<file path="src/rtl/lutsec_pkg.sv">
package lutsec_pkg;

    typedef enum logic [1:0] {
        MODE_NORMAL     = 2'b00,
        MODE_STROBED    = 2'b01,
        MODE_SHAPED     = 2'b10,
        MODE_NORMAL_ALT = 2'b11
    } mode_e;

    typedef enum logic [1:0] {
        WS_IDLE    = 2'b00,
        WS_STROBED = 2'b01,
        WS_SHAPED  = 2'b10
    } win_state_e;

endpackage

</file>
<file path="src/rtl/lutsec_edge.sv">
module lutsec_edge #(
    parameter int unsigned STAGES = 2
) (
    input  logic clk,
    input  logic rst_n,
    input  logic async_in,
    output logic lvl,
    output logic rise
);
    localparam int unsigned CHAIN_W = STAGES + 1;

    // chain_q[0..STAGES-1] is the synchronizer; the top bit is the edge reference
    logic [CHAIN_W-1:0] chain_q;

    always_ff @(posedge clk) begin
        if (!rst_n) begin
            chain_q <= '0;
        end else begin
            chain_q <= {chain_q[CHAIN_W-2:0], async_in};
        end
    end

    assign lvl  = chain_q[STAGES-1];
    assign rise = chain_q[STAGES-1] & ~chain_q[STAGES];

endmodule

</file>
<file path="src/rtl/lutsec_mem.sv">
module lutsec_mem #(
    parameter int unsigned AW = 8,
    parameter int unsigned DW = 8
) (
    input  logic          clk,
    input  logic          we,
    input  logic [AW-1:0] waddr,
    input  logic [DW-1:0] wdata,
    input  logic [AW-1:0] raddr,
    output logic [DW-1:0] rdata
);
    localparam int unsigned DEPTH = 1 << AW;

    logic [DW-1:0] cells [DEPTH];

    always_ff @(posedge clk) begin
        if (we) begin
            cells[waddr] <= wdata;
        end
    end

    // asynchronous read keeps the lookup path free of a pipeline stage
    assign rdata = cells[raddr];

endmodule

</file>
<file path="src/rtl/lutsec_window.sv">
module lutsec_window
    import lutsec_pkg::*;
#(
    parameter int unsigned AW        = 8,
    parameter int unsigned CNT_W     = 4,
    parameter int unsigned SHAPE_CYC = 5
) (
    input  logic          clk,
    input  logic          rst_n,
    input  logic          gated_en,
    input  logic          shaped_sel,
    input  logic          ext_rise,
    input  logic          ext_lvl,
    input  logic          sw_trig,
    input  logic [AW-1:0] addr_in,
    output logic          accept,
    output logic          win_active,
    output logic          sync_pulse,
    output logic [AW-1:0] cap_addr
);
    localparam logic [CNT_W-1:0] CNT_LOAD = CNT_W'(SHAPE_CYC - 1);

    win_state_e       state_q, state_d;
    logic [CNT_W-1:0] cnt_q, cnt_d;
    logic [AW-1:0]    cap_q, cap_d;
    logic             sw_q, sw_d;
    logic             sync_q;

    assign accept = (state_q == WS_IDLE) && gated_en && (ext_rise || sw_trig);

    always_comb begin
        state_d = state_q;
        cnt_d   = cnt_q;
        cap_d   = cap_q;
        sw_d    = sw_q;
        unique case (state_q)
            WS_IDLE: begin
                if (accept) begin
                    state_d = shaped_sel ? WS_SHAPED : WS_STROBED;
                    cap_d   = addr_in;
                    cnt_d   = CNT_LOAD;
                    sw_d    = sw_trig & ~ext_rise;
                end
            end
            WS_STROBED: begin
                if (!gated_en || sw_q || !ext_lvl) begin
                    state_d = WS_IDLE;
                end
            end
            WS_SHAPED: begin
                if (!gated_en || (cnt_q == '0)) begin
                    state_d = WS_IDLE;
                end else begin
                    cnt_d = cnt_q - 1'b1;
                end
            end
            default: begin
                state_d = WS_IDLE;
            end
        endcase
    end

    // state register
    always_ff @(posedge clk) begin
        if (!rst_n) begin
            state_q <= WS_IDLE;
            cnt_q   <= '0;
            cap_q   <= '0;
            sw_q    <= 1'b0;
            sync_q  <= 1'b0;
        end else begin
            state_q <= state_d;
            cnt_q   <= cnt_d;
            cap_q   <= cap_d;
            sw_q    <= sw_d;
            sync_q  <= accept;
        end
    end

    // outputs
    always_comb begin
        win_active = (state_q != WS_IDLE);
        sync_pulse = sync_q;
        cap_addr   = cap_q;
    end

    // sync never lasts two clocks
    a_r7_sync_single: assert property (@(posedge clk) disable iff (!rst_n)
        sync_q |=> !sync_q);

    // sync only in the first clock of an open window
    a_r7_sync_in_window: assert property (@(posedge clk) disable iff (!rst_n)
        sync_q |-> (state_q != WS_IDLE));

    // frozen address stays stable while the window is open
    a_r4_cap_frozen: assert property (@(posedge clk) disable iff (!rst_n)
        ((state_q != WS_IDLE) && $past(state_q != WS_IDLE)) |-> $stable(cap_q));

    // shaped counter never exceeds the programmed width
    a_r6_cnt_bound: assert property (@(posedge clk) disable iff (!rst_n)
        (state_q == WS_SHAPED) |-> (cnt_q < CNT_W'(SHAPE_CYC)));

    // a strobe arriving in an open shaped window raises no sync
    a_r6_retrig_ignored: assert property (@(posedge clk) disable iff (!rst_n)
        ((state_q == WS_SHAPED) && (cnt_q != '0) && gated_en && (ext_rise || sw_trig))
        |=> !sync_q);

endmodule

</file>
<file path="src/rtl/lut_logic_section.sv">
module lut_logic_section
    import lutsec_pkg::*;
#(
    parameter int unsigned ADDR_W      = 8,
    parameter int unsigned DATA_W      = 8,
    parameter int unsigned SYNC_STAGES = 2,
    parameter int unsigned CNT_W       = 4,
    parameter int unsigned SHAPE_CYC   = 5
) (
    input  logic              clk,
    input  logic              rst_n,
    input  logic [ADDR_W-1:0] in_vec,
    input  logic              strobe_in,
    input  logic              sw_strobe,
    input  logic              mem_we,
    input  logic [ADDR_W-1:0] mem_waddr,
    input  logic [DATA_W-1:0] mem_wdata,
    input  logic              areg_we,
    input  logic [ADDR_W-1:0] areg_wdata,
    input  logic              oreg_we,
    input  logic [DATA_W-1:0] oreg_wdata,
    input  logic [1:0]        mode_sel,
    input  logic              strobe_dis,
    input  logic              addr_from_reg,
    input  logic              out_from_mem,
    output logic [DATA_W-1:0] out_vec,
    output logic              sync_out,
    output logic [ADDR_W-1:0] in_capture
);
    mode_e             mode;
    logic              eff_normal;
    logic              shaped_sel;
    logic              ext_lvl, ext_rise;
    logic              accept, win_active, sync_pulse;
    logic [ADDR_W-1:0] cap_addr, live_addr, rd_addr;
    logic [ADDR_W-1:0] areg_q, inreg_q;
    logic [DATA_W-1:0] oreg_q, mem_rdata, src_data;

    assign mode       = mode_e'(mode_sel);
    assign eff_normal = strobe_dis || !((mode == MODE_STROBED) || (mode == MODE_SHAPED));
    assign shaped_sel = (mode == MODE_SHAPED);

    lutsec_edge #(.STAGES(SYNC_STAGES)) u_edge (
        .clk      (clk),
        .rst_n    (rst_n),
        .async_in (strobe_in),
        .lvl      (ext_lvl),
        .rise     (ext_rise)
    );

    assign live_addr = addr_from_reg ? areg_q : in_vec;

    lutsec_window #(
        .AW        (ADDR_W),
        .CNT_W     (CNT_W),
        .SHAPE_CYC (SHAPE_CYC)
    ) u_window (
        .clk        (clk),
        .rst_n      (rst_n),
        .gated_en   (!eff_normal),
        .shaped_sel (shaped_sel),
        .ext_rise   (ext_rise),
        .ext_lvl    (ext_lvl),
        .sw_trig    (sw_strobe),
        .addr_in    (live_addr),
        .accept     (accept),
        .win_active (win_active),
        .sync_pulse (sync_pulse),
        .cap_addr   (cap_addr)
    );

    assign rd_addr = eff_normal ? live_addr : cap_addr;

    lutsec_mem #(.AW(ADDR_W), .DW(DATA_W)) u_mem (
        .clk   (clk),
        .we    (mem_we),
        .waddr (mem_waddr),
        .wdata (mem_wdata),
        .raddr (rd_addr),
        .rdata (mem_rdata)
    );

    // host registers and input capture
    always_ff @(posedge clk) begin
        if (!rst_n) begin
            areg_q  <= '0;
            oreg_q  <= '0;
            inreg_q <= '0;
        end else begin
            if (areg_we) areg_q  <= areg_wdata;
            if (oreg_we) oreg_q  <= oreg_wdata;
            if (accept)  inreg_q <= in_vec;
        end
    end

    assign src_data = out_from_mem ? mem_rdata : oreg_q;

    always_comb begin
        if (eff_normal) begin
            out_vec    = src_data;
            sync_out   = 1'b0;
            in_capture = in_vec;
        end else begin
            out_vec    = win_active ? src_data : '0;
            sync_out   = sync_pulse;
            in_capture = inreg_q;
        end
    end

    // after a clock of normal mode no window is left open
    a_r2_normal_closes: assert property (@(posedge clk) disable iff (!rst_n)
        (eff_normal && $past(eff_normal)) |-> !win_active);

    // a software strobe in an idle gated mode always opens a window
    a_r8_sw_opens: assert property (@(posedge clk) disable iff (!rst_n)
        (sw_strobe && !eff_normal && !win_active) |=> (win_active && sync_pulse));

endmodule

</file>
<file path="config.mk">
export PLATFORM = sky130hd
export DESIGN_NAME = lut_logic_section
export DESIGN_NICKNAME = d
export VERILOG_FILES = /design/src/rtl/lutsec_pkg.sv /design/src/rtl/lutsec_edge.sv /design/src/rtl/lutsec_mem.sv /design/src/rtl/lutsec_window.sv /design/src/rtl/lut_logic_section.sv
export SDC_FILE = /design/constraint.sdc
export NUM_CORES = 2
export LEC_CHECK = 0
export BUFFER_PORTS_ARGS = -buffer_cell sky130_fd_sc_hd__buf_4
export CORE_UTILIZATION = 65
export DETAILED_ROUTE_END_ITERATION = 12
export PLACE_DENSITY = 0.82
export SLEW_MARGIN = 25
export SYNTH_ARGS = -nofsm -noshare
export SYNTH_HDL_FRONTEND = slang
export SYNTH_SLANG_ARGS = --single-unit
</file>
<file path="constraint.sdc">
create_clock -name clk -period 8.32 [get_ports clk]
set_clock_uncertainty 0.2 [all_clocks]
set_input_delay 1.664 -clock clk [delete_from_list [all_inputs] [get_ports clk]]
set_output_delay 1.664 -clock clk [all_outputs]
set_load 0.01 [all_outputs]
</file>
==> implementation parameters <==
Parameter                              Value

Run status
  Outcome ... finished with violations
  Failing checks ... negative setup slack

Route
  Aggregate routed wire length ... around 240000 µm
  Routed length on met1 ... 76000 µm
  Final ANT Viol Nets ... 0
  Routed wl met2 ... about 110000 µm
  DR top layer ... met5
  Detailed-route DRC error count ... 0
  Vias ... 51000
  Routed length on met3 ... just under 40000 µm
  DRC marker count from the first detailed-route iteration ... 10400
  Final routed wire length divided by cell count ... between 30 and 40 µm
  Via density per instance ... roughly 7.4
  Detailed-routing iteration count for the pre-antenna-repair pass ... 8

Clock network
  CTS Hold Bufs ... 0
  Count of H-tree levels built during CTS ... 4
  CTS Buf Count ... 194
  Worst-case clock buffer depth ... 3
  CTS tree ... built
  Root buffer cell ... clkbuf_16
  Clock Pin Slew Worst Setup and Hold Paths ... around 0.060 ns
  TritonCTS sink count ... between 2000 and 2500
  Clock insertion delay at the later pin of the skew report ... just over 0.8 ns

Setup path
  Cells on worst reg2reg path ... 4
  Cell with the most instances on the worst path ... buf_4
  Crit start category ... primary input
  Start-to-end type of the worst setup path ... primary input to primary output
  Critical-path top delay cell ... nor4_2
  Capturing point of the worst reg2reg path ... u_window.state_q[1]
  CP endpoint kind ... primary output
  Buf/Inv on CP ... 7
  Stage delay of the slowest cell on the critical path ... 0.76 ns
  Crit path cell chain ... buf_4, inv_1, ha_1, or3_1, a21boi_4, buf_12, buf_4, buf_4, nand2_1, a31oi_1, nand4_1, a31oi_1, nand4_1, nor4bb_2, nor4_2, buf_4, buf_4
  Worst-path fanout max ... 20
  Data arrival time of the critical path ... around 6.6 ns
  Source of the worst register-to-register timing path ... u_window.state_q[1]
  Required arrival time at the worst endpoint ... between 6 and 7 ns
  Cell type group with the largest total delay on the critical path ... simple AND/OR/NAND/NOR gates
  Register-to-Register Setup Slack ... 5.93 ns

GRT
  Antenna violations before repair ... 15
  Vias in the first global route ... just under 50000
  Total GRT Usage ... 37.1%
  Global-route congestion overflow total ... 0
  Pin count of the biggest net entering global routing ... between 150 and 200
  Wire length of the first global-routing pass ... between 300000 and 400000 µm

Timing
  Number of setup violations in the final report ... 1
  Maximum clock frequency ... roughly 120 MHz
  Share of the cycle needed by the critical path after routing ... 102%
  Crit path time final ... between 8 and 9 ns
  Post-route worst hold slack ... 0.242 ns
  Number of pins exceeding their max-slew limit in the final report ... 0
  Number of endpoints with negative hold slack in the final report ... 0
  Slew @ Worst Pin ... between 1 and 1.5 ns
  Worst-case headroom to the max-slew limit ... a little over a fifth
  Worst Setup Slack, final ... -0.132 ns

Die
  Effective utilization at floorplan ... 65.6%
  Die outline width ... around 360 µm
  Ports placed on the boundary ... 69
  # rows ... 130
  Core region area ... about 0.13 mm²
  Vert. Die Dim ... roughly 360 µm
  Die outline area ... ~0.13 mm²

Cells and area
  Final standard cell area without fillers ... 0.0918 mm²
  Total Nets Final ... between 5000 and 6000
  Synthesis-to-layout area growth ... 11.2%
  Number of non-filler instances in the completed layout ... 6914
  Proportion of layout cells with a drive suffix above 1 ... roughly 17%

Logic synthesis
  Netlist Area Pre-Place ... slightly above 0.08 mm²
  Number of flops mapped to enable cells by yosys ... 2048
  Count of cell types in the netlist ... 70
  Mean instance size in the synthesized netlist ... about 17 µm²
  Primary flip-flop cell chosen by synthesis mapping ... edfxtp_1
  Synthesized instance count ... just under 5000
  Proportion of register bits with asynchronous set or reset after synthesis ... 0%
  Number of flip-flops and latches in the synthesized netlist ... around 2100
  Count of synthesis-stage warnings from yosys ... 0
  Post-synthesis net count ... about 5000
  Sequential element share of the synthesized area ... about three quarters

Min path
  Startpoint of the lowest-slack hold path ... u_edge.chain_q[0]
  Worst min-delay path endpoint ... u_edge.chain_q[1]
  Class of the tightest hold or removal check ... register to register
  Hold Crit Depth ... 1

Placed design
  Port Buffers ... ~70
  Detailed placer's ending HPWL ... 138000 µm
  Final weighted congestion in routability-driven placement ... approximately 0.97
  Area after detailed placement ... ~0.086 mm²
  Count of placed standard cells including taps ... 6545

Power and ir drop
  Static power due to leakage ... ~30 nW
  VDD IR-drop max ... about 0.22 mV
  Power density over the cells ... 251 mW/mm²

Job
  # Max-Cap Violations ... 0
[flip-flops by register name (all words and copies together), names as in the netlist]
register             count
u_window.cap_addr        8
u_mem.cells           2048
u_edge.chain_q           3
u_window.state_q         2
inreg_q                  8
u_window.cnt_q           4
u_window.sw_q            1
oreg_q                   8
u_window.sync_pulse      1
areg_q                   8
[metal layers]
metal / GRT usage [%] / up-vias
li1: - / 19600
met4: 21.9 / 18
met2: 54.1 / 5477
met1: 48.4 / 24700
met5: 0.852 / -
met3: 13.3 / 1199
[area by class of cell]
class | count | area [µm²]
inverter | 4 | 15.0
clock buffer | 234 | 5070
multi-input combinational | 2540 | 18700
sequential | 2091 | 62400
clock inverter | 120 | 1020
timing repair buffer | 263 | 2550
tap | 1650 | 2060
antenna | 12 | 30.0
fill | 6805 | 34100
[where the power goes]
part | leakage, nW | internal [mW] | switching (mW)
logic | 7.93 | 0.887 | 1.85
clock network | 2.99 | 4.82 | 3.87
registers | 18.8 | 11.6 | 0.0140
[how the worst max path moves through the flow]
stage	start	end	depth (start not counted)
after detailed placement	mode_sel[0]	out_vec[0]	14
after CTS	mode_sel[0]	out_vec[0]	17
after floorplan	mode_sel[0]	out_vec[0]	16
after global routing	mode_sel[0]	out_vec[3]	17
final	mode_sel[0]	out_vec[3]	17
after global placement	mode_sel[0]	out_vec[0]	14
[synthesized netlist by cell type (5+ instances only)]
cell       instances  area [µm²]
a2111oi_0          9        78.8
a211oi_1          11        82.6
a21boi_0          10        75.1
a21o_1             7        52.6
a21oi_1           77         385
a221oi_1          11        96.3
a22oi_1           69         518
a311oi_1          11        96.3
a31oi_1           56         350
a32oi_1           32         280
and2_1             7        43.8
and3_1            26         163
buf_1             23        86.3
buf_2             85         425
buf_4             39         293
buf_6             27         304
clkbuf_1         141         529
dfxtp_1           43         861
edfxtp_1        2048       61500
mux2i_1          137        1370
mux4_2           305        6870
nand2_1          835        3130
nand3_1          382        1910
nand4_1           41         257
nor2_1           307        1150
nor2b_1           25         156
nor3_1            14        70.1
nor4_1             9        56.3
o2111ai_1         24         210
o211a_1           15         150
o211ai_1          12        90.1
o21ai_0           22         110
o21ai_1            8        40.0
o22ai_1            9        56.3
o31ai_1            7        52.6
o32ai_1            5        43.8
or3_1              5        31.3
[layout by cell type, fill, tap and decap left out, types with 14 or more instances in the layout]
cell type / instances
mux2i_1: 137
dfxtp_1: 43
buf_4: 211
a21oi_1: 73
a22oi_1: 69
o2111ai_1: 24
clkbuf_1: 37
o211a_1: 15
nor3_1: 14
bufinv_16: 16
nand2_1: 834
nand4_1: 41
nor2_1: 290
edfxtp_1: 2048
nand3_1: 382
clkinv_1: 57
and3_1: 26
nor2b_1: 25
mux4_2: 305
clkbuf_16: 197
o21ai_0: 22
buf_12: 39
a32oi_1: 32
clkinv_2: 35
a31oi_1: 56
[through the flow]
stage          TNS (ns)  setup slack [ns]  power, mW  util, %
3_5_place_dp    -0.0738           -0.0546       14.4     68.0
5_1_grt        -0.00888          -0.00888       23.4     72.9
3_3_place_gp   -0.00723          -0.00723       14.3     68.0
4_1_cts               0             0.176       22.8     72.8
2_1_floorplan         0              1.88       13.3        -
6_report         -0.132            -0.132       23.0     72.9
[timing repair]
action                     in CTS  in global routing
setup endpoints to repair       2                  3
resized for setup               3                  6
gates cloned                    0                  0
buffers inserted                0                  0
[cells by family (layout without fill, tap and decap cells)]
| logic type | Yosys count | in the layout | synth area share, % |
|---|---|---|---|
| xor+xnor | 2 | 2 | 0.0212 |
| flops | 2091 | 2091 | 75.5 |
| mux | 445 | 445 | 10.0 |
| fa+ha+maj | 2 | 2 | 0.0303 |
| compound gates | 428 | 428 | 3.74 |
| buf+inv | 323 | 621 | 2.10 |
| simple gates | 1663 | 1663 | 8.57 |
| other cells | 0 | 12 | 0 |
Power figures use the tool's default switching activity.
